### src/rtl/bitop_pkg.sv
package bitop_pkg;
  typedef enum logic [1:0] {OP_TEST = 2'd0, OP_SET = 2'd1, OP_CLR = 2'd2, OP_FLIP = 2'd3} bitop_e;
  typedef enum logic [1:0] {ST_IDLE = 2'd0, ST_RD = 2'd1, ST_WR = 2'd2} bitop_st_e;
endpackage

### src/rtl/bitop_addr.sv
module bitop_addr #(
  parameter int DW     = 32,
  parameter int AW     = 32,
  parameter int NARROW = 16
) (
  input  logic          use_imm,
  input  logic [DW-1:0] off_reg,
  input  logic [AW-1:0] eff_addr,
  input  logic          addr32,
  output logic [AW-1:0] addr
);
  localparam int IW = $clog2(DW);
  localparam int SH = $clog2(DW / 8);

  logic signed [DW-1:0] soff;
  logic [AW-1:0]        step;
  logic [AW-1:0]        raw;
  logic [AW-1:0]        mask;

  assign soff = $signed(off_reg);
  assign step = AW'(soff >>> IW) << SH;
  assign raw  = use_imm ? eff_addr : eff_addr + step;

  generate
    if (AW > NARROW) begin : g_mask
      assign mask = addr32 ? {AW{1'b1}} : {{(AW-NARROW){1'b0}}, {NARROW{1'b1}}};
    end else begin : g_nomask
      assign mask = {AW{1'b1}};
    end
  endgenerate

  assign addr = raw & mask;
endmodule

### src/rtl/bitop_alu.sv
module bitop_alu
  import bitop_pkg::*;
#(
  parameter int DW = 32,
  localparam int IW = $clog2(DW)
) (
  input  bitop_e        op,
  input  logic [DW-1:0] word,
  input  logic [IW-1:0] idx,
  output logic          orig,
  output logic [DW-1:0] result,
  output logic          modifies
);
  logic [DW-1:0] sel;

  assign sel      = DW'(1) << idx;
  assign orig     = word[idx];
  assign modifies = (op != OP_TEST);

  always_comb begin
    case (op)
      OP_SET:  result = word | sel;
      OP_CLR:  result = word & ~sel;
      OP_FLIP: result = word ^ sel;
      default: result = word;
    endcase
  end
endmodule

### src/rtl/bitop_unit.sv
module bitop_unit
  import bitop_pkg::*;
#(
  parameter int DW   = 32,
  parameter int AW   = 32,
  parameter int IMMW = 8
) (
  input  logic            clk,
  input  logic            rst,
  input  logic            start,
  input  logic [1:0]      op,
  input  logic            tgt_mem,
  input  logic            use_imm,
  input  logic [DW-1:0]   reg_val,
  input  logic [DW-1:0]   off_reg,
  input  logic [IMMW-1:0] off_imm,
  input  logic [AW-1:0]   eff_addr,
  input  logic            addr32,
  output logic            mem_req,
  output logic            mem_we,
  output logic [AW-1:0]   mem_addr,
  output logic [DW-1:0]   mem_wdata,
  input  logic [DW-1:0]   mem_rdata,
  input  logic            mem_rdy,
  output logic            busy,
  output logic            done,
  output logic            cf,
  output logic            wb_en,
  output logic [DW-1:0]   wb_data
);
  localparam int IW = $clog2(DW);

  bitop_st_e     state;
  bitop_e        op_q;
  logic [IW-1:0] idx_q;
  logic          cf_hold;

  logic [IW-1:0] idx_now;
  logic [AW-1:0] addr_calc;
  bitop_e        alu_op;
  logic [DW-1:0] alu_word;
  logic [IW-1:0] alu_idx;
  logic          alu_orig;
  logic [DW-1:0] alu_res;
  logic          alu_mod;
  logic          idle;

  assign idle     = (state == ST_IDLE);
  assign idx_now  = use_imm ? off_imm[IW-1:0] : off_reg[IW-1:0];
  assign alu_op   = idle ? bitop_e'(op) : op_q;
  assign alu_word = idle ? reg_val : mem_rdata;
  assign alu_idx  = idle ? idx_now : idx_q;
  assign busy     = !idle;

  bitop_addr #(.DW(DW), .AW(AW)) u_addr (
    .use_imm  (use_imm),
    .off_reg  (off_reg),
    .eff_addr (eff_addr),
    .addr32   (addr32),
    .addr     (addr_calc)
  );

  bitop_alu #(.DW(DW)) u_alu (
    .op       (alu_op),
    .word     (alu_word),
    .idx      (alu_idx),
    .orig     (alu_orig),
    .result   (alu_res),
    .modifies (alu_mod)
  );

  always_ff @(posedge clk) begin
    if (rst) begin
      state     <= ST_IDLE;
      op_q      <= OP_TEST;
      idx_q     <= '0;
      cf_hold   <= 1'b0;
      mem_req   <= 1'b0;
      mem_we    <= 1'b0;
      mem_addr  <= '0;
      mem_wdata <= '0;
      done      <= 1'b0;
      cf        <= 1'b0;
      wb_en     <= 1'b0;
      wb_data   <= '0;
    end else begin
      done  <= 1'b0;
      wb_en <= 1'b0;
      case (state)
        ST_IDLE: begin
          if (start) begin
            if (tgt_mem) begin
              op_q     <= bitop_e'(op);
              idx_q    <= idx_now;
              mem_req  <= 1'b1;
              mem_we   <= 1'b0;
              mem_addr <= addr_calc;
              state    <= ST_RD;
            end else begin
              done    <= 1'b1;
              cf      <= alu_orig;
              wb_en   <= alu_mod;
              wb_data <= alu_res;
            end
          end
        end
        ST_RD: begin
          if (mem_rdy) begin
            cf_hold <= alu_orig;
            if (alu_mod) begin
              mem_we    <= 1'b1;
              mem_wdata <= alu_res;
              state     <= ST_WR;
            end else begin
              mem_req <= 1'b0;
              done    <= 1'b1;
              cf      <= alu_orig;
              state   <= ST_IDLE;
            end
          end
        end
        ST_WR: begin
          if (mem_rdy) begin
            mem_req <= 1'b0;
            mem_we  <= 1'b0;
            done    <= 1'b1;
            cf      <= cf_hold;
            state   <= ST_IDLE;
          end
        end
        default: state <= ST_IDLE;
      endcase
    end
  end
endmodule

### config.mk
export PLATFORM = sky130hd
export DESIGN_NAME = bitop_unit
export DESIGN_NICKNAME = d
export VERILOG_FILES = /design/src/rtl/bitop_pkg.sv /design/src/rtl/bitop_addr.sv /design/src/rtl/bitop_alu.sv /design/src/rtl/bitop_unit.sv
export SDC_FILE = /design/constraint.sdc
export NUM_CORES = 1
export LEC_CHECK = 0
export BUFFER_PORTS_ARGS = -buffer_cell sky130_fd_sc_hd__buf_4
export CORE_ASPECT_RATIO = 1.2
export CORE_MARGIN = 10
export CORE_UTILIZATION = 40
export CTS_BUF_LIST = sky130_fd_sc_hd__clkbuf_2 sky130_fd_sc_hd__clkbuf_4 sky130_fd_sc_hd__clkbuf_8
export DETAILED_ROUTE_END_ITERATION = 6
export GPL_TIMING_DRIVEN = 0
export HOLD_SLACK_MARGIN = 0.03
export PLACE_DENSITY = 0.64
export SKIP_LAST_GASP = 1
export SYNTH_ARGS = -nofsm -noshare
export SYNTH_HDL_FRONTEND = slang
export SYNTH_HIERARCHICAL = 1
export SYNTH_SLANG_ARGS = --single-unit
### constraint.sdc
create_clock -name clk -period 4.46 [get_ports clk]
set_input_delay 0.223 -clock clk [delete_from_list [all_inputs] [get_ports clk]]
set_output_delay 0.223 -clock clk [all_outputs]
set_load 0.05 [all_outputs]
==> impl_results.md <==
- Global route total overflow: 0
- Status: completed
- Met3 wire length: 2015 um
- Clk slew on worst S/H paths: 0.12 ns
- Top-count cell post-synth: nand2_1
- Syn_nets: 1326
- Yosys top cell area share: 25.35%
- R2R Path End: cf
- Slew Limit Fails: 0
- Hold Buf Count CTS: 0
- Worst Path Required: 4.76 ns
- Worst Max-Slew Pin Slew: 0.8029 ns
- Final Util: 51.37%
- RR Startpoint: state[1]
- Synth warnings: 6
- Starting Density: 40.52%
- Metal2 WL: 14270 um
- Hold Violations, Final: 0
- Total setup buffers inserted after CTS: 0
- Area growth syn-to-layout: 26.77%
- Global-route usage over all layers: 19.99%
- Worst clock skew: 0.02075 ns
- Storage element area: 2222 um2
- I/O Buffers: 239
- Switching fraction of total power: 45.78%
- Synth Instances: 1080
- Prevailing post-synth register cell: dfxtp_1
- Crit. Startpoint: state[1]
- Synth cell types: 68
- Crit Path Class: reg -> reg
- Violation count after the first detailed-routing iteration: 485
- Pin count of the biggest net entering global routing: 23
- CP max FO: 10
- Max clock buf depth: 2
- First-pass GRT wire length: 45460 um
- Number of synthesized flops with an enable pin: 0
- Critical path startpoint category: flop
- H-tree depth: 3
- Fraction of layout cells with a size suffix above 1: 27.94%
- Comb power frac: 58.2%
- CTS tree: built
- Sw Pwr: 1.980 mW
- Mapped Area: 8765 um2
- Antenna violation net count after detailed routing: 0
- Top layer in use: met4
- Register share of total power: 27.1%
- Seq/Total Area, Yosys: 25.35%
- VDD IR max: 178.1 uV
- Part of the cycle the worst path needs: 95.41%
- Min Tclk post-route: 4.255 ns
- Total Power: 4.326 mW
- Power per cell area: 389.4 nW/um2
- Critical path endpoint: cf
- Via-to-Cell Ratio: 5.387
- Fmax: 235.0 MHz
- Detailed-route DRC error count: 0
- Lkg Pwr: 5.021 nW
- Setup TNS Final: 0 ns
- Slew headroom: 46.28%
- Diodes inserted: 0
- Die X: 155.1 um
- Via Count: 8668
- Asr flop ratio synth: 0%
- Num CTS Buffers: 9
- Synth top cells by count: nand2_1 (266), a21oi_1 (130), dfxtp_1 (111), ha_1 (100), inv_1 (79)
- Endpoint kind of the worst setup timing path: flop
- Maxcap violations: 0
- Die Span Y: 182.2 um
- Core box area: 21630 um2
- Gp weighted congestion: 0.9519
- Mean Syn Cell Area: 8.115 um2
- Worst skew pair latency: 0.40 ns
- Reg2Reg Depth: 14
- Clk network pwr share: 14.7%
- Antenna violations before repair: 0
- Internal: 2.346 mW
- Vias in the first global route: 8342
- Routed wire length: 29590 um
- WL met1: 12670 um
- Largest cells by area after synthesis: dfxtp_1 (25%), ha_1 (14%), nand2_1 (11%), mux4_2 (10%), a21oi_1 (7.4%)
- Post-DP HPWL: 24590 um
- Clock sink count: 111
- I/O pin count: 247
- Placement Rows: 59
- Synth area leader: dfxtp_1
- Type of the worst min-delay path: in -> reg
- Drt first pass iters: 5
- Fill count: 2154
- Fin nets: 1576
- Seq cells post-synth: 111
- RSZ-0062 raised after global routing: false
- Final setup vio count: 0
- Root Driver: clkbuf_8
- Full die area: 28260 um2
- R2R setup slack: 0.20 ns
- Wire length per cell: 18.39 um
- Multi-input logic area: 5914 um2
- CP arrival: 4.55 ns
-- critical path, cell delays in order (launching register included) --
cell	delay (ns)
dfxtp_1	0.38
inv_1	0.13
ha_1	0.21
buf_2	0.30
buf_1	0.38
nor2_1	0.07
a21oi_1	0.62
buf_6	0.25
mux4_2	0.54
mux4_2	0.49
nor2b_1	0.13
nor3_1	0.10
mux2i_1	0.18
nor2_1	0.05
mux2_1	0.30
-- flip-flops by register name, summed over array words and instances, names as in the netlist, 2 cells and up --
register	count
state	2
wb_data	32
mem_wdata	32
op_q	2
idx_q	5
mem_addr	32
-- how the worst min path moves through the flow --
stage | cells past startpoint | from | slack [ns] | to
final | 3 | eff_addr[1] | 0.07 | mem_addr[1]
after CTS | 3 | eff_addr[0] | 0.05 | mem_addr[0]
after detailed placement | 2 | mem_wdata[0] | 0.45 | mem_wdata[0]
after global placement | 2 | op_q[1] | 0.44 | op_q[1]
after floorplan | 2 | op[0] | 0.36 | op_q[0]
after global routing | 3 | eff_addr[1] | 0.06 | mem_addr[1]
-- placed cells by master (no fill, tap or decap), types with 7 or more instances in the layout --
cell and count:
nand2b_1 7, ha_1 100, clkbuf_1 35, inv_1 79, buf_2 25, nand2_1 266
nor2_1 34, nor2b_1 11, mux2_2 35, a21oi_1 129, buf_4 245, mux2i_1 13
a21o_1 12, xor2_1 10, o21ai_0 27, mux4_2 39, dfxtp_1 111, nand3_1 10
xnor2_1 8, a211oi_1 11, and3_1 10, nor3_1 7, clkbuf_8 9
-- routing by layer --
layer | vias to the layer above | track usage [%]
li1 | 4219 | -
met1 | 4088 | 24.70
met2 | 327 | 34.18
met3 | 34 | 3.623
met4 | 0 | 6.432
met5 | - | 0
-- area by class of cell --
cell class	count	share of cell area (%)
flip-flops and latches	111	20.00
clock buffers	9	1.115
repair buffers	239	16.15
inverters	79	2.669
clock inverters	7	0.7320
well taps	274	3.086
plain buffers	71	3.018
multi-input cells	819	53.23
-- stage by stage --
| stage | hold WS, ns | instances | area (um2) | worst slack, ns |
|---|---|---|---|---|
| CTS | 0.04686 | 1609 | 11110 | 0.1357 |
| finish | 0.06606 | 1609 | 11110 | 0.2047 |
| global route | 0.06347 | 1609 | 11110 | 0.02407 |
| floorplan | 0.3590 | 1080 | 8765 | 1.186 |
| detailed placement | 0.4474 | 1593 | 10900 | 0.1339 |
| global placement | 0.4412 | 1593 | 10900 | 0.2377 |
-- power by group through the flow --
stage          sequential (mW)  combinational [mW]  clock (mW)
6_report                  1.17                2.52       0.635
2_1_floorplan             1.52                1.43           0
3_5_place_dp              1.20                2.51           0
3_3_place_gp              1.19                2.47           0
5_1_grt                   1.19                2.74       0.691
4_1_cts                   1.17                2.52       0.659
-- kinds of logic after synthesis --
kind of cell,count (synthesis),synth area share (%)
AOI/OAI and AO/OA,233,16.00
adders and majority gates,101,14.50
buffers and inverters,150,7.209
xor gates and xnor gates,18,1.799
and+or+nand+nor,377,18.40
muxes,90,16.73
DFF,111,25.35
-- repair_timing --
action	CTS	global route
endpoints found under the setup margin	0	9
hold endpoints to repair	0	0
gates resized for setup	0	1
Power figures use the tool's default switching activity.
